File: src/rtl/pam4_sync_pkg.sv
package pam4_sync_pkg;

   typedef logic [1:0] pam4_sym_t;

   typedef enum logic {
      ST_HUNT = 1'b0,
      ST_LOCK = 1'b1
   } lock_st_e;

   // outer PAM4 levels carry codes 10 and 00: bit 0 clear
   function automatic logic is_outer(input pam4_sym_t s);
      return (s[0] == 1'b0);
   endfunction

endpackage

File: src/rtl/pam4_slot_hunt.sv
module pam4_slot_hunt
   import pam4_sync_pkg::*;
#(
   parameter int ROW_SYMS   = 32,
   parameter int GOOD_SLOTS = 64,
   parameter int BAD_LIMIT  = 16,
   parameter int WIN_SLOTS  = 64,
   parameter int POS_W      = $clog2(ROW_SYMS)
) (
   input  logic             clk,
   input  logic             rst_n,
   input  pam4_sym_t        sym_i,
   output logic [POS_W-1:0] pos_o,
   output logic             lock_o,
   output logic             drop_o
);

   localparam int GOOD_W = $clog2(GOOD_SLOTS);
   localparam int WIN_W  = $clog2(WIN_SLOTS);
   localparam int BAD_W  = $clog2(BAD_LIMIT);
   localparam logic [POS_W-1:0]  POS_LAST  = POS_W'(ROW_SYMS - 1);
   localparam logic [GOOD_W-1:0] GOOD_LAST = GOOD_W'(GOOD_SLOTS - 1);
   localparam logic [WIN_W-1:0]  WIN_LAST  = WIN_W'(WIN_SLOTS - 1);
   localparam logic [BAD_W-1:0]  BAD_LAST  = BAD_W'(BAD_LIMIT - 1);

   lock_st_e          st_q;
   logic [POS_W-1:0]  pos_q;
   logic [GOOD_W-1:0] good_q;
   logic [WIN_W-1:0]  win_q;
   logic [BAD_W-1:0]  bad_q;
   logic              at_slot;
   logic              slot_ok;
   logic              hunt_slip;
   logic              lose;

   always_comb begin
      at_slot   = (pos_q == POS_LAST);
      slot_ok   = is_outer(sym_i);
      hunt_slip = at_slot && !slot_ok && (st_q == ST_HUNT);
      lose      = at_slot && !slot_ok && (st_q == ST_LOCK) && (bad_q == BAD_LAST);
   end

   // symbol position inside the row; a failed candidate holds the last
   // position for one more symbol, shifting the tested phase by one
   always_ff @(posedge clk or negedge rst_n) begin
      if (!rst_n) begin
         pos_q <= '0;
      end else if (at_slot) begin
         pos_q <= hunt_slip ? pos_q : '0;
      end else begin
         pos_q <= pos_q + 1'b1;
      end
   end

   always_ff @(posedge clk or negedge rst_n) begin
      if (!rst_n) begin
         st_q   <= ST_HUNT;
         good_q <= '0;
         win_q  <= '0;
         bad_q  <= '0;
      end else if (at_slot) begin
         case (st_q)
            ST_HUNT: begin
               if (!slot_ok) begin
                  good_q <= '0;
               end else if (good_q == GOOD_LAST) begin
                  st_q   <= ST_LOCK;
                  good_q <= '0;
                  win_q  <= '0;
                  bad_q  <= '0;
               end else begin
                  good_q <= good_q + 1'b1;
               end
            end
            ST_LOCK: begin
               if (lose) begin
                  st_q   <= ST_HUNT;
                  good_q <= '0;
               end else if (win_q == WIN_LAST) begin
                  win_q <= '0;
                  bad_q <= '0;
               end else begin
                  win_q <= win_q + 1'b1;
                  if (!slot_ok) bad_q <= bad_q + 1'b1;
               end
            end
            default: st_q <= ST_HUNT;
         endcase
      end
   end

   assign pos_o  = pos_q;
   assign lock_o = (st_q == ST_LOCK);
   assign drop_o = lose;

   assert_lock_at_row_head_R2: assert property (@(posedge clk) disable iff (!rst_n)
      $rose(lock_o) |-> (pos_q == '0));

   assert_slip_holds_phase_R3: assert property (@(posedge clk) disable iff (!rst_n)
      hunt_slip |=> (pos_q == POS_LAST));

   assert_loss_after_limit_R4: assert property (@(posedge clk) disable iff (!rst_n)
      $fell(lock_o) |-> ($past(bad_q) == BAD_LAST));

endmodule

File: src/rtl/pam4_frame_hunt.sv
module pam4_frame_hunt
   import pam4_sync_pkg::*;
#(
   parameter int ROW_SYMS   = 32,
   parameter int FRAME_ROWS = 88,
   parameter int HDR_SYMS   = 2,
   parameter int MATCH_NEED = 4,
   parameter int MISS_LIMIT = 3,
   parameter int POS_W      = $clog2(ROW_SYMS),
   parameter int ROW_W      = $clog2(FRAME_ROWS),
   parameter int PAT_W      = 2 * HDR_SYMS
) (
   input  logic             clk,
   input  logic             rst_n,
   input  pam4_sym_t        sym_i,
   input  logic [POS_W-1:0] pos_i,
   input  logic             tlock_i,
   input  logic             tdrop_i,
   input  logic [PAT_W-1:0] pat_i,
   output logic [ROW_W-1:0] row_o,
   output logic             lock_o
);

   localparam int CNT_MAX = (MATCH_NEED > MISS_LIMIT) ? MATCH_NEED : MISS_LIMIT;
   localparam int CNT_W   = $clog2(CNT_MAX);
   localparam logic [POS_W-1:0] POS_LAST   = POS_W'(ROW_SYMS - 1);
   localparam logic [POS_W-1:0] HDR_END    = POS_W'(HDR_SYMS - 1);
   localparam logic [POS_W-1:0] HDR_LEN    = POS_W'(HDR_SYMS);
   localparam logic [ROW_W-1:0] ROW_LAST   = ROW_W'(FRAME_ROWS - 1);
   localparam logic [CNT_W-1:0] MATCH_LAST = CNT_W'(MATCH_NEED - 1);
   localparam logic [CNT_W-1:0] MISS_LAST  = CNT_W'(MISS_LIMIT - 1);

   lock_st_e         st_q;
   logic [ROW_W-1:0] row_q;
   logic [CNT_W-1:0] cnt_q;
   logic [PAT_W-1:0] field;
   logic             in_hdr;
   logic             at_eval;
   logic             hit;
   logic             row_end;
   logic             clear;

   always_comb begin
      in_hdr  = (row_q == '0) && (pos_i < HDR_LEN);
      at_eval = tlock_i && !tdrop_i && (row_q == '0) && (pos_i == HDR_END);
      row_end = (pos_i == POS_LAST);
      clear   = !tlock_i || tdrop_i;
   end

   // the overhead field is gathered symbol by symbol; a one-symbol field
   // needs no capture register
   generate
      if (HDR_SYMS == 1) begin : g_single
         assign field = sym_i;
      end else begin : g_multi
         logic [PAT_W-3:0] cap_q;
         always_ff @(posedge clk or negedge rst_n) begin
            if (!rst_n)      cap_q <= '0;
            else if (in_hdr) cap_q <= field[PAT_W-3:0];
         end
         assign field = {cap_q, sym_i};
      end
   endgenerate

   assign hit = (field == pat_i);

   always_ff @(posedge clk or negedge rst_n) begin
      if (!rst_n) begin
         row_q <= '0;
         st_q  <= ST_HUNT;
         cnt_q <= '0;
      end else if (clear) begin
         row_q <= '0;
         st_q  <= ST_HUNT;
         cnt_q <= '0;
      end else begin
         if (at_eval && !hit && (st_q == ST_HUNT)) begin
            row_q <= ROW_LAST;
         end else if (row_end) begin
            row_q <= (row_q == ROW_LAST) ? '0 : row_q + 1'b1;
         end
         if (at_eval) begin
            case (st_q)
               ST_HUNT: begin
                  if (!hit) begin
                     cnt_q <= '0;
                  end else if (cnt_q == MATCH_LAST) begin
                     st_q  <= ST_LOCK;
                     cnt_q <= '0;
                  end else begin
                     cnt_q <= cnt_q + 1'b1;
                  end
               end
               ST_LOCK: begin
                  if (hit) begin
                     cnt_q <= '0;
                  end else if (cnt_q == MISS_LAST) begin
                     st_q  <= ST_HUNT;
                     cnt_q <= '0;
                  end else begin
                     cnt_q <= cnt_q + 1'b1;
                  end
               end
               default: st_q <= ST_HUNT;
            endcase
         end
      end
   end

   assign row_o  = row_q;
   assign lock_o = (st_q == ST_LOCK);

   assert_frame_needs_row_lock_R5: assert property (@(posedge clk) disable iff (!rst_n)
      lock_o |-> tlock_i);

   assert_frame_lock_entry_R6: assert property (@(posedge clk) disable iff (!rst_n)
      $rose(lock_o) |-> ((pos_i == HDR_LEN) && (row_q == '0)));

   assert_frame_lock_exit_R7: assert property (@(posedge clk) disable iff (!rst_n)
      ($fell(lock_o) && tlock_i) |-> $past(at_eval && !hit));

   assert_row_index_range_R8: assert property (@(posedge clk) disable iff (!rst_n)
      row_q <= ROW_LAST);

endmodule

File: src/rtl/pam4_sync_mask.sv
module pam4_sync_mask #(
   parameter int ROW_SYMS   = 32,
   parameter int FRAME_ROWS = 88,
   parameter int HDR_SYMS   = 2,
   parameter int POS_W      = $clog2(ROW_SYMS),
   parameter int ROW_W      = $clog2(FRAME_ROWS)
) (
   input  logic [POS_W-1:0] pos_i,
   input  logic [ROW_W-1:0] row_i,
   input  logic             tlock_i,
   input  logic             flock_i,
   output logic             row_start_o,
   output logic             frame_start_o,
   output logic             data_ok_o
);

   localparam logic [POS_W-1:0] POS_LAST = POS_W'(ROW_SYMS - 1);
   localparam logic [POS_W-1:0] HDR_LEN  = POS_W'(HDR_SYMS);

   logic head;
   logic first_row;
   logic ovh;
   logic term;

   always_comb begin
      head          = (pos_i == '0);
      first_row     = (row_i == '0);
      term          = (pos_i == POS_LAST);
      ovh           = flock_i && first_row && (pos_i < HDR_LEN);
      row_start_o   = tlock_i && head;
      frame_start_o = flock_i && first_row && head;
      data_ok_o     = tlock_i && !term && !ovh;
   end

endmodule

File: src/rtl/pam4_tframe_sync.sv
module pam4_tframe_sync
   import pam4_sync_pkg::*;
#(
   parameter int ROW_SYMS   = 32,
   parameter int FRAME_ROWS = 88,
   parameter int HDR_SYMS   = 2,
   parameter int GOOD_SLOTS = 64,
   parameter int BAD_LIMIT  = 16,
   parameter int WIN_SLOTS  = 64,
   parameter int MATCH_NEED = 4,
   parameter int MISS_LIMIT = 3
) (
   input  logic                  clk,
   input  logic                  rst_n,
   input  logic [1:0]            sym_in,
   input  logic [2*HDR_SYMS-1:0] hdr_pat,
   output logic                  term_lock,
   output logic                  frame_lock,
   output logic                  row_start,
   output logic                  frame_start,
   output logic                  data_ok
);

   localparam int POS_W = $clog2(ROW_SYMS);
   localparam int ROW_W = $clog2(FRAME_ROWS);
   localparam int PAT_W = 2 * HDR_SYMS;

   generate
      if (ROW_SYMS < 4) begin : g_chk_row
         $error("row length too short");
      end
      if ((HDR_SYMS < 1) || (HDR_SYMS > ROW_SYMS - 2)) begin : g_chk_hdr
         $error("overhead field must fit before the termination symbol");
      end
      if (FRAME_ROWS < 2) begin : g_chk_frame
         $error("frame needs at least two rows");
      end
      if ((GOOD_SLOTS < 2) || (BAD_LIMIT < 2) || (WIN_SLOTS < BAD_LIMIT)) begin : g_chk_tlock
         $error("termination lock thresholds out of range");
      end
      if ((MATCH_NEED < 2) || (MISS_LIMIT < 2)) begin : g_chk_flock
         $error("frame lock thresholds out of range");
      end
   endgenerate

   logic [POS_W-1:0] pos;
   logic [ROW_W-1:0] row;
   logic             tdrop;

   pam4_slot_hunt #(
      .ROW_SYMS   (ROW_SYMS),
      .GOOD_SLOTS (GOOD_SLOTS),
      .BAD_LIMIT  (BAD_LIMIT),
      .WIN_SLOTS  (WIN_SLOTS),
      .POS_W      (POS_W)
   ) slot_i (
      .clk    (clk),
      .rst_n  (rst_n),
      .sym_i  (sym_in),
      .pos_o  (pos),
      .lock_o (term_lock),
      .drop_o (tdrop)
   );

   pam4_frame_hunt #(
      .ROW_SYMS   (ROW_SYMS),
      .FRAME_ROWS (FRAME_ROWS),
      .HDR_SYMS   (HDR_SYMS),
      .MATCH_NEED (MATCH_NEED),
      .MISS_LIMIT (MISS_LIMIT),
      .POS_W      (POS_W),
      .ROW_W      (ROW_W),
      .PAT_W      (PAT_W)
   ) frame_i (
      .clk     (clk),
      .rst_n   (rst_n),
      .sym_i   (sym_in),
      .pos_i   (pos),
      .tlock_i (term_lock),
      .tdrop_i (tdrop),
      .pat_i   (hdr_pat),
      .row_o   (row),
      .lock_o  (frame_lock)
   );

   pam4_sync_mask #(
      .ROW_SYMS   (ROW_SYMS),
      .FRAME_ROWS (FRAME_ROWS),
      .HDR_SYMS   (HDR_SYMS),
      .POS_W      (POS_W),
      .ROW_W      (ROW_W)
   ) mask_i (
      .pos_i         (pos),
      .row_i         (row),
      .tlock_i       (term_lock),
      .flock_i       (frame_lock),
      .row_start_o   (row_start),
      .frame_start_o (frame_start),
      .data_ok_o     (data_ok)
   );

   assert_frame_head_on_row_head_R8: assert property (@(posedge clk) disable iff (!rst_n)
      frame_start |-> row_start);

   assert_frame_head_masked_R9: assert property (@(posedge clk) disable iff (!rst_n)
      frame_start |-> !data_ok);

endmodule

File: config.mk
export PLATFORM = sky130hd
export DESIGN_NAME = pam4_tframe_sync
export DESIGN_NICKNAME = d
export VERILOG_FILES = /design/src/rtl/pam4_sync_pkg.sv /design/src/rtl/pam4_slot_hunt.sv /design/src/rtl/pam4_frame_hunt.sv /design/src/rtl/pam4_sync_mask.sv /design/src/rtl/pam4_tframe_sync.sv
export SDC_FILE = /design/constraint.sdc
export NUM_CORES = 1
export LEC_CHECK = 0
export ABC_AREA = 1
export BUFFER_PORTS_ARGS = -buffer_cell sky130_fd_sc_hd__buf_4
export CORE_MARGIN = 3
export CORE_UTILIZATION = 45
export DETAILED_ROUTE_END_ITERATION = 6
export PLACE_DENSITY = 0.62
export REMOVE_ABC_BUFFERS = 1
export SKIP_CTS_REPAIR_TIMING = 1
export SLEW_MARGIN = 20
export SYNTH_ARGS = -nofsm -noshare
export SYNTH_HDL_FRONTEND = slang
export SYNTH_HIERARCHICAL = 1
export SYNTH_SLANG_ARGS = --single-unit
File: constraint.sdc
create_clock -name clk -period 5.89 [get_ports clk]
set_input_delay 1.178 -clock clk [delete_from_list [all_inputs] [get_ports clk]]
set_output_delay 1.178 -clock clk [all_outputs]
set_load 0.01 [all_outputs]
Word-level counts from Yosys, hierarchy flattened

Cells that the tools add are included.

Bits in registers: 34
Latch bits: 0
RAM bits: 0
ROM bits: 0
Input bits: 8
Output and inout bits: 5
Logic and storage cells: 101
Memories: 0

Add/sub/neg operators: 6
Multiply operators: 0
Div/mod/pow operators: 0
$lt $le $gt $ge: 1
Equal/unequal tests: 15
Shift-type cells: 0
Muxes and demuxes: 39
Bitwise gates (word level): 2
Reduce and logical (&&, ||, !) cells: 29

Operators by type and width:

| operator                                            | count |
|---|---|
| two-way mux 6 bit                                   | 7 |
| two-way mux 7 bit                                   | 4 |
| one-hot mux 6 bit (2 select lines)                  | 2 |
| two-way mux 4 bit                                   | 5 |
| logical AND 1 bit                                   | 16 |
| adder 6 x 1 -> 6 bit, second input constant         | 2 |
| equality test 6 bit, second input constant          | 2 |
| two-way mux 2 bit                                   | 6 |
| two-way mux 5 bit                                   | 2 |
| two-way mux 1 bit                                   | 9 |
| != test 2 bit, second input constant                | 4 |
| one-hot mux 4 bit (2 select lines)                  | 1 |
| adder 7 x 1 -> 7 bit, second input constant         | 1 |
| equality test 7 bit, second input constant          | 1 |
| logical NOT 7 bit                                   | 1 |
| adder 5 x 1 -> 5 bit, second input constant         | 1 |
| equality test 5 x 1 -> 1 bit, second input constant | 1 |
| equality test 5 bit, second input constant          | 1 |
| logical NOT 1 bit                                   | 5 |
| logical NOT 5 bit                                   | 1 |
| < comparator 5 x 2 -> 1 bit, second input constant  | 1 |
| AND reduction 5 bit                                 | 1 |
| adder 4 x 1 -> 4 bit, second input constant         | 1 |
| equality test 2 bit, second input constant          | 2 |
| 13 further kinds                                    | 15 |

Logic depth before layout (Yosys ltp)

Gate-level depths: netlist of run 1.

Word-level depth: 12
Depth in mapped cells: 16
Depth with buffers taken out: 16

Cells and area by module

The synthesis of run 1 kept the hierarchy.

Modules (own cells, without submodules):

| module          | times used | cells each | area an instance (µm²) | seq. area each (µm²) |
|---|---|---|---|---|
| pam4_slot_hunt  | 1          | 163        | 1,285.0                | 550.5 |
| pam4_frame_hunt | 1          | 132        | 918.4                  | 300.3 |
| pam4_sync_mask  | 1          | 22         | 98.8                   | 0.0 |

Worst setup path before layout of run 1

No wires, ideal clock.

Path kind: in2reg
Start: input sym_in[0]
End: register frame_i.row_q[2] (netlist: frame_i/row_o[2])
Library setup time: 0.117 ns
Data arrival time: 2.209 ns
Data required time: 5.773 ns
Setup slack: 3.564 ns
Stages on the path: 12
Buffers on the path: 0
Cell sequence: nand2_2 -> nor2_4 -> nand2_4 -> inv_1 -> nor2_1 -> nand2_1 -> nor3_4 -> nand3_4 -> nand2_4 -> inv_4 -> nand2_1 -> nand2_1

Word-level cells in the longest chain between the ends: 11
Elaborated cells between the ends (all ways): 15
Those cells by class: 1 x eq/ne; 2 x mux; 12 x reduce/logical

RTL lines:

| what                             | RTL line               | text |
|---|---|---|
| start, declared                  | pam4_tframe_sync.sv:15 | `input logic [1:0] sym_in,` |
| logical AND 1 bit * (3 in a row) | pam4_slot_hunt.sv:40   | `lose = at_slot && !slot_ok && (st_q == ST_LOCK) && (bad_q == BAD_LAST);` |
| net tdrop                        | pam4_tframe_sync.sv:48 | `logic tdrop;` |
| logical NOT 1 bit                | pam4_frame_hunt.sv:45  | `at_eval = tlock_i && !tdrop_i && (row_q == '0) && (pos_i == HDR_END);` |
| logical AND 1 bit (3 in a row)   | pam4_frame_hunt.sv:45  |  |
| logical AND 1 bit (2 in a row)   | pam4_frame_hunt.sv:77  | `if (at_eval && !hit && (st_q == ST_HUNT)) begin` |
| two-way mux 7 bit                | pam4_frame_hunt.sv:77  |  |
| two-way mux 7 bit                | pam4_frame_hunt.sv:72  | `end else if (clear) begin` |
| end signal, assigned             | pam4_frame_hunt.sv:80  | `row_q <= (row_q == ROW_LAST) ? '0 : row_q + 1'b1;` |
| end, declared                    | pam4_frame_hunt.sv:34  | `logic [ROW_W-1:0] row_q;` |

The timed path passes the listed nets; every way through them passes the cells marked *.
A chain may end at the register's enable or synchronous reset.

Final worst setup path of run 1

Start: register slot_i.pos_q[0] (netlist: slot_i/pos_o[0])
End: register frame_i.row_q[4] (netlist: frame_i/row_o[4])

Word-level cells in the longest chain between the ends: 12
Elaborated cells between the ends (all ways): 15
Those cells by class: 2 x eq/ne; 2 x mux; 11 x reduce/logical

RTL lines:

| what                             | RTL line               | text |
|---|---|---|
| start, declared                  | pam4_slot_hunt.sv:27   | `logic [POS_W-1:0] pos_q;` |
| start signal, assigned           | pam4_slot_hunt.sv:49   | `pos_q <= hunt_slip ? pos_q : '0;` |
| start signal, assigned           | pam4_slot_hunt.sv:51   | `pos_q <= pos_q + 1'b1;` |
| equality test 5 bit *            | pam4_slot_hunt.sv:37   | `at_slot = (pos_q == POS_LAST);` |
| logical AND 1 bit * (3 in a row) | pam4_slot_hunt.sv:40   |  |
| net tdrop                        | pam4_tframe_sync.sv:48 |  |
| logical NOT 1 bit                | pam4_frame_hunt.sv:45  |  |
| logical AND 1 bit (3 in a row)   | pam4_frame_hunt.sv:45  |  |
| logical AND 1 bit (2 in a row)   | pam4_frame_hunt.sv:77  |  |
| two-way mux 7 bit                | pam4_frame_hunt.sv:77  |  |
| two-way mux 7 bit                | pam4_frame_hunt.sv:72  |  |

Marked as above.

==> impl_metrics.prom, run 1 <==
# TYPE chip_impl_metric gauge
chip_impl_metric{name="die_h",unit="µm"} 77.53
chip_impl_info{name="hold_path_end",value="slot_i/bad_q[1]"} 1
chip_impl_metric{name="timing.final.crit_share",unit="%"} 48.68
chip_impl_metric{name="cellLeakagePower",unit="nW"} 1.341
chip_impl_metric{name="timing.critical_path.buf_inv",unit=""} 2
chip_impl_metric{name="dr.first_iter.drc_count",unit=""} 63
chip_impl_info{name="worst_hold_startpoint",value="slot_i/bad_q[1]"} 1
chip_impl_info{name="ys_top_cells_by_area",value="sky130_fd_sc_hd__dfrtp_1 37%, sky130_fd_sc_hd__nand2_1 16%, sky130_fd_sc_hd__nor2_1 7.0%, sky130_fd_sc_hd__nand3_1 6.1%, sky130_fd_sc_hd__ha_1 6.0%"} 1
chip_impl_metric{name="vdd_drop_max",unit="µV"} 144.3
chip_impl_info{name="r2r-end",value="frame_i/row_o[4]"} 1
chip_impl_metric{name="dp_hpwl",unit="µm"} 3395
chip_impl_metric{name="final-seq-area",unit="µm²"} 850.8
chip_impl_metric{name="numPortBuffers",unit=""} 12
chip_impl_metric{name="clock_tree.buffer_depth",unit=""} 2
chip_impl_metric{name="clock_sinks",unit=""} 34
chip_impl_metric{name="number_of_vias_after_detailed_routing",unit=""} 1942
chip_impl_metric{name="p_per_area",unit="mW/mm²"} 168.2
chip_impl_metric{name="top_cell_type_s_share_of_synthesized_area",unit="%"} 36.96
chip_impl_info{name="timing.rr.start",value="slot_i/pos_o[0]"} 1
chip_impl_metric{name="max_cap_viol_count",unit=""} 0
chip_impl_metric{name="slew_worst_pin",unit="ns"} 0.6949
chip_impl_info{name="sequence_of_cells_on_the_critical_path",value="ha_1 > nand2_1 > nor2_1 > ha_1 > nand2_2 > nor2_4 > nand2_4 > inv_1 > nor2_1 > nand2_1 > nor3_4 > nand3_4 > nand2_4 > inv_4 > nand2_1 > nand2_1"} 1
chip_impl_metric{name="number_of_global_route_vias_before_repair",unit=""} 1821
chip_impl_info{name="crit_type",value="reg -> reg"} 1
chip_impl_metric{name="drt_first_pass_iters",unit=""} 4
chip_impl_metric{name="syn2layout_area_growth",unit="%"} 10.82
chip_impl_info{name="netlist.top_cell.by_area",value="sky130_fd_sc_hd__dfrtp_1"} 1
chip_impl_metric{name="whs",unit="ns"} 0.5091
chip_impl_metric{name="drt.antenna.violating_nets",unit=""} 0
chip_impl_info{name="crit_path_end_kind",value="register"} 1
chip_impl_info{name="status",value="complete, no violations"} 1
chip_impl_metric{name="netlist_cell_types",unit=""} 34
chip_impl_metric{name="groute.usage.overall",unit="%"} 16.72
chip_impl_metric{name="clk_latency",unit="ns"} 0.28
chip_impl_metric{name="final_period_minus_worst_setup_slack",unit="ns"} 2.867
chip_impl_info{name="rsz0062_at_grt",value="false"} 1
chip_impl_metric{name="wl_per_cell",unit="µm"} 11.52
chip_impl_metric{name="antenna_violations_before_repair",unit=""} 0
chip_impl_metric{name="die_area",unit="mm²"} 0.006010
chip_impl_metric{name="syn-mean-instance-area",unit="µm²"} 7.262
chip_impl_metric{name="gp_weighted_congestion",unit=""} 0.7943
chip_impl_info{name="tritoncts_clock_tree",value="built"} 1
chip_impl_metric{name="report.final.slew_viol_count",unit=""} 0
chip_impl_metric{name="wirelength_met1",unit="µm"} 2316
chip_impl_metric{name="first_pass_grt_wire_length",unit="µm"} 8073
chip_impl_metric{name="met2_length",unit="µm"} 2073
chip_impl_metric{name="arrival_time_of_data_at_the_critical_path_endpoint",unit="ns"} 3.04
chip_impl_metric{name="floorplan.initialDensity",unit="%"} 47.48
chip_impl_info{name="critPathLaunchType",value="register"} 1
chip_impl_metric{name="synth-seq-area-share",unit="%"} 36.96
chip_impl_info{name="cpLargestDelayFamily",value="simple AND/OR/NAND/NOR gates"} 1
chip_impl_metric{name="route.detailed.vias_per_inst",unit=""} 4.831
chip_impl_metric{name="worst_path_largest_cell_delay",unit="ns"} 0.54
chip_impl_metric{name="post_synth_inst_count",unit=""} 317
chip_impl_metric{name="post_route_cells_drive_above_1_share",unit="%"} 14.63
chip_impl_metric{name="post_synth_instance_area",unit="mm²"} 0.002302
chip_impl_info{name="most_common_library_cells_after_synthesis",value="100 x sky130_fd_sc_hd__nand2_1, 43 x sky130_fd_sc_hd__nor2_1, 34 x sky130_fd_sc_hd__dfrtp_1, 33 x sky130_fd_sc_hd__inv_1, 28 x sky130_fd_sc_hd__nand3_1"} 1
chip_impl_metric{name="totalWireLength",unit="µm"} 4631
chip_impl_metric{name="antenna_cells",unit=""} 0
chip_impl_info{name="cp_slowest_cell",value="sky130_fd_sc_hd__nor2_1"} 1
chip_impl_metric{name="ys_ff_latch",unit=""} 34
chip_impl_metric{name="yosysWarnings",unit=""} 6
chip_impl_metric{name="synth_enable_flop_cells",unit=""} 0
chip_impl_metric{name="grt_remaining_overflow",unit=""} 0
chip_impl_metric{name="core_area",unit="mm²"} 0.004848
chip_impl_metric{name="fmax",unit="MHz"} 348.8
chip_impl_metric{name="chipWidth",unit="µm"} 77.53
chip_impl_metric{name="floorplan.rows",unit=""} 25
chip_impl_metric{name="timing.critical_path.fanout_max",unit=""} 11
chip_impl_metric{name="slew_headroom",unit="%"} 53.50
chip_impl_metric{name="r2r.worst_path.cells",unit=""} 16
chip_impl_info{name="crit_top_cell",value="sky130_fd_sc_hd__nand2_1"} 1
chip_impl_metric{name="hold_viol",unit=""} 0
chip_impl_metric{name="multi_input_logic_area",unit="mm²"} 0.001289
chip_impl_metric{name="tritoncts_buffer_count",unit=""} 5
chip_impl_info{name="synth.most_common_cell",value="sky130_fd_sc_hd__nand2_1"} 1
chip_impl_metric{name="cts.reportedPaths.clkPinSlew",unit="ns"} 0.07
chip_impl_metric{name="final_nets",unit=""} 353
chip_impl_metric{name="route.detailed.drc",unit=""} 0
chip_impl_info{name="hp-class",value="reg -> reg"} 1
chip_impl_metric{name="holdPathStages",unit=""} 2
chip_impl_info{name="cts-root-buf",value="sky130_fd_sc_hd__clkbuf_8"} 1
chip_impl_metric{name="top_ports",unit=""} 13
chip_impl_metric{name="setup-violations-final",unit=""} 0
chip_impl_metric{name="cp_data_required_time",unit="ns"} 6.06
chip_impl_metric{name="final.fill_count",unit=""} 470
chip_impl_metric{name="synth_async_sr_flop_share",unit="%"} 100.0
chip_impl_info{name="route.top_layer_used",value="met4"} 1
chip_impl_metric{name="finalSetupTns",unit="ns"} 0
chip_impl_metric{name="grt_max_degree",unit=""} 35
chip_impl_metric{name="cts.htree.levels",unit=""} 2
chip_impl_metric{name="reg2reg_slack",unit="ns"} 3.02
chip_impl_metric{name="final.setup_skew",unit="ns"} 0.007113
chip_impl_info{name="synth_ff_type",value="sky130_fd_sc_hd__dfrtp_1"} 1
chip_impl_metric{name="route.met3.wl",unit="µm"} 149
worst max path at each step:
stage | slack [ns] | start | cells past startpoint | to
6_report | 3.02 | slot_i/pos_o[0] | 16 | frame_i/row_o[4]
5_1_grt | 2.69 | slot_i/pos_o[0] | 16 | frame_i/row_o[0]
4_1_cts | 3.01 | slot_i/pos_o[0] | 16 | frame_i/row_o[1]
3_5_place_dp | 2.74 | sym_in[0] | 13 | frame_i/row_o[1]
3_3_place_gp | 2.78 | sym_in[0] | 13 | frame_i/row_o[6]
2_1_floorplan | 3.19 | sym_in[0] | 12 | frame_i/row_o[2]
per-stage QoR:
step	total power, mW	cells	instance area, µm²	utilization (%)	worst slack, ns
after floorplan	0.2449	315	2286	-	3.187
after global placement	0.2556	394	2460	50.74	2.780
after detailed placement	0.2558	394	2460	50.74	2.737
after CTS	0.4365	402	2551	52.62	3.006
after global routing	0.4470	402	2551	52.62	2.692
final	0.4291	402	2551	52.62	3.023
layer usage:
metal	vias to the layer above	GRT usage, %
met5	-	0
met3	9	3.712
li1	1032	-
met4	0	7.651
met2	27	26.42
met1	874	21.81
placed cells by master (no fill, tap or decap), drive strengths merged:
| master | Yosys | final |
|---|---|---|
| nand3 | 33 | 33 |
| and3b | 1 | 1 |
| dfrtp | 34 | 34 |
| xnor2 | 2 | 2 |
| nand2 | 107 | 107 |
| a31o | 1 | 1 |
| o21bai | 1 | 1 |
| clkinv | 0 | 1 |
| xor2 | 5 | 5 |
| o21ai | 14 | 14 |
| inv | 37 | 37 |
| buf | 2 | 12 |
| clkbuf | 0 | 7 |
| nor3 | 2 | 2 |
| ha | 11 | 11 |
| nor2 | 49 | 49 |
| nand4 | 6 | 6 |
| a21oi | 9 | 9 |
| or2 | 2 | 2 |
| nor3b | 1 | 1 |
state kept, by name, indices dropped and copies added (netlist names), 2 cells and up:
register,flops
frame_i/cnt_q,2
frame_i/g_multi.cap_q,2
frame_i/row_o,7
slot_i/bad_q,4
slot_i/good_q,6
slot_i/pos_o,5
slot_i/win_q,6
report_power, final:
| part | internal [mW] | switching, mW |
|---|---|---|
| Clock | 0.0943 | 0.0841 |
| Sequential | 0.234 | 0.00100 |
| Combinational | 0.00536 | 0.00997 |
worst min-delay path, stage by stage, from the launching register on:
cell	delay (ns)
sky130_fd_sc_hd__dfrtp_1	0.36
sky130_fd_sc_hd__nand2_1	0.06
sky130_fd_sc_hd__nand2_1	0.05
layout make-up:
class | count | share of cell area [%]
well taps | 67 | 3.286
multi-input cells | 244 | 50.52
repair buffers | 12 | 3.531
clock buffers | 7 | 3.384
clock inverters | 1 | 0.1962
inverters | 37 | 5.738
flip-flops and latches | 34 | 33.35
kinds of logic after synthesis:
family,synth area share (%)
buf+inv,7.065
simple gates,40.33
flops,36.96
xor+xnor,2.663
compound gates,7.011
fa+ha+maj,5.978
No activity file was read; power rests on OpenSTA's default activity.
==> inputs of run 2 (changes only) <==
--- a/config.mk
+++ b/config.mk
@@ -10,7 +10,7 @@
 export CORE_MARGIN = 3
 export CORE_UTILIZATION = 45
 export DETAILED_ROUTE_END_ITERATION = 6
-export PLACE_DENSITY = 0.62
+export PLACE_DENSITY = 0.64
 export REMOVE_ABC_BUFFERS = 1
 export SKIP_CTS_REPAIR_TIMING = 1
 export SLEW_MARGIN = 20
==> constraint.sdc (replaced) <==
create_clock -name clk -period 2.6 [get_ports clk]
set_input_delay 0.52 -clock clk [delete_from_list [all_inputs] [get_ports clk]]
set_output_delay 0.52 -clock clk [all_outputs]
set_load 0.01 [all_outputs]
==> impl_metrics.prom, run 2 (synthesis gave the netlist of run 1 again) <==
# TYPE chip_impl_metric gauge
chip_impl_metric{name="slew_worst_pin",unit="ns"} 0.4505
chip_impl_metric{name="syn2layout_area_growth",unit="%"} 11.79
chip_impl_info{name="critPathLaunchType",value="register"} 1
chip_impl_metric{name="final_core_utilization",unit="%"} 53.08
chip_impl_metric{name="wl_per_cell",unit="µm"} 11.27
chip_impl_metric{name="top_ports",unit=""} 13
chip_impl_metric{name="number_of_vias_after_detailed_routing",unit=""} 1941
chip_impl_metric{name="max_cap_viol_count",unit=""} 0
chip_impl_metric{name="final_period_minus_worst_setup_slack",unit="ns"} 2.320
chip_impl_metric{name="dr.first_iter.drc_count",unit=""} 127
chip_impl_metric{name="timing.final.crit_share",unit="%"} 89.23
chip_impl_metric{name="route.detailed.drc",unit=""} 0
chip_impl_metric{name="clock_tree.buffer_depth",unit=""} 2
chip_impl_info{name="crit_type",value="reg -> reg"} 1
chip_impl_metric{name="antenna_violations_before_repair",unit=""} 0
chip_impl_metric{name="clockPowerShare",unit="%"} 41.5
chip_impl_metric{name="timing.critical_path.fanout_max",unit=""} 7
chip_impl_info{name="status",value="complete, no violations"} 1
chip_impl_metric{name="first_pass_grt_wire_length",unit="µm"} 8390
chip_impl_metric{name="post_layout_inst_area",unit="mm²"} 0.002574
chip_impl_metric{name="chipWidth",unit="µm"} 77.53
chip_impl_metric{name="slew_headroom",unit="%"} 69.97
chip_impl_metric{name="floorplan.initialDensity",unit="%"} 47.48
chip_impl_metric{name="route.detailed.vias_per_inst",unit=""} 4.793
chip_impl_info{name="crit_path_end_kind",value="register"} 1
chip_impl_info{name="tritoncts_clock_tree",value="built"} 1
chip_impl_metric{name="die_h",unit="µm"} 77.53
chip_impl_metric{name="power.share.sequential",unit="%"} 54.8
chip_impl_metric{name="vdd_drop_max",unit="µV"} 252.4
chip_impl_metric{name="setup-violations-final",unit=""} 0
chip_impl_metric{name="pwr-share-comb",unit="%"} 3.6
chip_impl_metric{name="fmax",unit="MHz"} 431.0
chip_impl_metric{name="core_area",unit="mm²"} 0.004848
chip_impl_metric{name="swShare",unit="%"} 22.22
chip_impl_metric{name="grt_max_degree",unit=""} 35
chip_impl_metric{name="gp_weighted_congestion",unit=""} 0.7839
chip_impl_metric{name="dp_hpwl",unit="µm"} 3378
chip_impl_metric{name="totalWireLength",unit="µm"} 4563
chip_impl_metric{name="postPlaceCellArea",unit="mm²"} 0.002482
chip_impl_metric{name="cts.htree.levels",unit=""} 2
chip_impl_metric{name="final_nets",unit=""} 356
chip_impl_metric{name="die_area",unit="mm²"} 0.006010
chip_impl_metric{name="tritoncts_buffer_count",unit=""} 5
chip_impl_info{name="cts-root-buf",value="sky130_fd_sc_hd__clkbuf_8"} 1
chip_impl_info{name="layout_common_cells",value="100 x sky130_fd_sc_hd__nand2_1, 43 x sky130_fd_sc_hd__nor2_1, 34 x sky130_fd_sc_hd__dfrtp_1"} 1
chip_impl_metric{name="clock_sinks",unit=""} 34
chip_impl_metric{name="drt.antenna.violating_nets",unit=""} 0
chip_impl_metric{name="internal_power",unit="mW"} 0.7569
chip_impl_metric{name="clk_latency",unit="ns"} 0.28
chip_impl_metric{name="cp_data_required_time",unit="ns"} 2.77
chip_impl_info{name="mostFrequentLayoutCell",value="sky130_fd_sc_hd__nand2_1"} 1
chip_impl_info{name="hp-class",value="in -> async"} 1
chip_impl_metric{name="switching_power",unit="mW"} 0.2162
chip_impl_metric{name="drt_first_pass_iters",unit=""} 4
chip_impl_metric{name="cellLeakagePower",unit="nW"} 1.355
chip_impl_metric{name="antenna_cells",unit=""} 0
chip_impl_metric{name="cts.reportedPaths.clkPinSlew",unit="ns"} 0.07
chip_impl_metric{name="floorplan.rows",unit=""} 25
chip_impl_metric{name="total_chip_power",unit="mW"} 0.9731
chip_impl_info{name="rsz0062_at_grt",value="false"} 1
chip_impl_metric{name="groute.usage.overall",unit="%"} 17.24
chip_impl_metric{name="arrival_time_of_data_at_the_critical_path_endpoint",unit="ns"} 2.49
chip_impl_metric{name="post_route_cells_drive_above_1_share",unit="%"} 15.38
chip_impl_metric{name="report.final.slew_viol_count",unit=""} 0
chip_impl_metric{name="final.setup_skew",unit="ns"} 0.003415
chip_impl_metric{name="hold_viol",unit=""} 0
chip_impl_metric{name="p_per_area",unit="mW/mm²"} 378.1
chip_impl_metric{name="numPortBuffers",unit=""} 12
chip_impl_metric{name="grt_remaining_overflow",unit=""} 0
chip_impl_metric{name="number_of_global_route_vias_before_repair",unit=""} 1840
chip_impl_metric{name="flip_flop_count_of_the_largest_register_all_copies_and_words_added",unit=""} 7
chip_impl_metric{name="finalSetupTns",unit="ns"} 0
==> run 2: cell types whose count changed in the layout (fill, tap and decap cells not counted), sizes merged <==
cell	change
buf	+3
==> run 2: layout make-up <==
cell class	instances	area, µm²
Inverter	37	146.4
Sequential cell	34	850.8
Fill cell	492	2275
Clock inverter	1	5.005
Tap cell	67	83.83
Multi-Input combinational cell	244	1289
Timing Repair Buffer	15	112.6
Clock buffer	7	86.33
==> run 2: worst paths after layout <==
| path | start | end | slack (ns) | depth (start not counted) |
|---|---|---|---|---|
| setup / recovery | slot_i/pos_o[1] | frame_i/row_o[0] | 0.28 | 16 |
| hold reg to reg | slot_i/bad_q[1] | slot_i/bad_q[1] | 0.51 | 2 |
| max in group asynchronous | rst_n | frame_i/row_o[4] | 2.10 | 1 |
| setup reg to reg | slot_i/pos_o[1] | frame_i/row_o[0] | 0.28 | 16 |
| hold / removal | rst_n | slot_i/win_q[4] | 0.18 | 1 |
| min in group clk | sym_in[1] | frame_i/g_multi.cap_q[1] | 0.47 | 3 |
==> run 2: routing by layer <==
metal	GRT usage (%)	vias up	wire, µm
met1	24.89	867	2352
li1	-	1040	-
met3	4.408	4	190
met2	25.47	30	1981
met5	0	-	0
met4	4.804	0	39
==> run 2: critical path: stages (launching register included) <==
cell,delay (ns)
sky130_fd_sc_hd__dfrtp_1,0.45
sky130_fd_sc_hd__ha_1,0.23
sky130_fd_sc_hd__nand2_1,0.09
sky130_fd_sc_hd__nor2_1,0.05
sky130_fd_sc_hd__ha_1,0.22
sky130_fd_sc_hd__nand2_2,0.09
sky130_fd_sc_hd__nor2_4,0.04
sky130_fd_sc_hd__nand2_4,0.09
sky130_fd_sc_hd__inv_1,0.05
sky130_fd_sc_hd__nor2_1,0.14
sky130_fd_sc_hd__nand2_1,0.11
sky130_fd_sc_hd__nor3_4,0.24
sky130_fd_sc_hd__nand3_4,0.14
sky130_fd_sc_hd__nand2_4,0.13
sky130_fd_sc_hd__inv_4,0.06
sky130_fd_sc_hd__nand2_1,0.05
sky130_fd_sc_hd__nand2_1,0.05
==> run 2: power by group through the flow <==
stage / combinational (mW) / clock, mW / sequential (mW)
after floorplan: 0.0118 / 0 / 0.543
after global placement: 0.0359 / 0 / 0.543
after detailed placement: 0.0365 / 0 / 0.543
after CTS: 0.0367 / 0.419 / 0.533
after global routing: 0.0411 / 0.441 / 0.533
final: 0.0355 / 0.404 / 0.534
==> run 2: metrics by stage <==
| stage | instances | setup slack, ns | hold WS (ns) |
|---|---|---|---|
| 2_1_floorplan | 315 | 0.08338 | 0.2244 |
| 3_3_place_gp | 397 | 0.3590 | 0.4863 |
| 3_5_place_dp | 397 | 0.2638 | 0.4937 |
| 4_1_cts | 405 | 0.2545 | 0.1925 |
| 5_1_grt | 405 | 0.09044 | 0.2069 |
| 6_report | 405 | 0.2799 | 0.1839 |
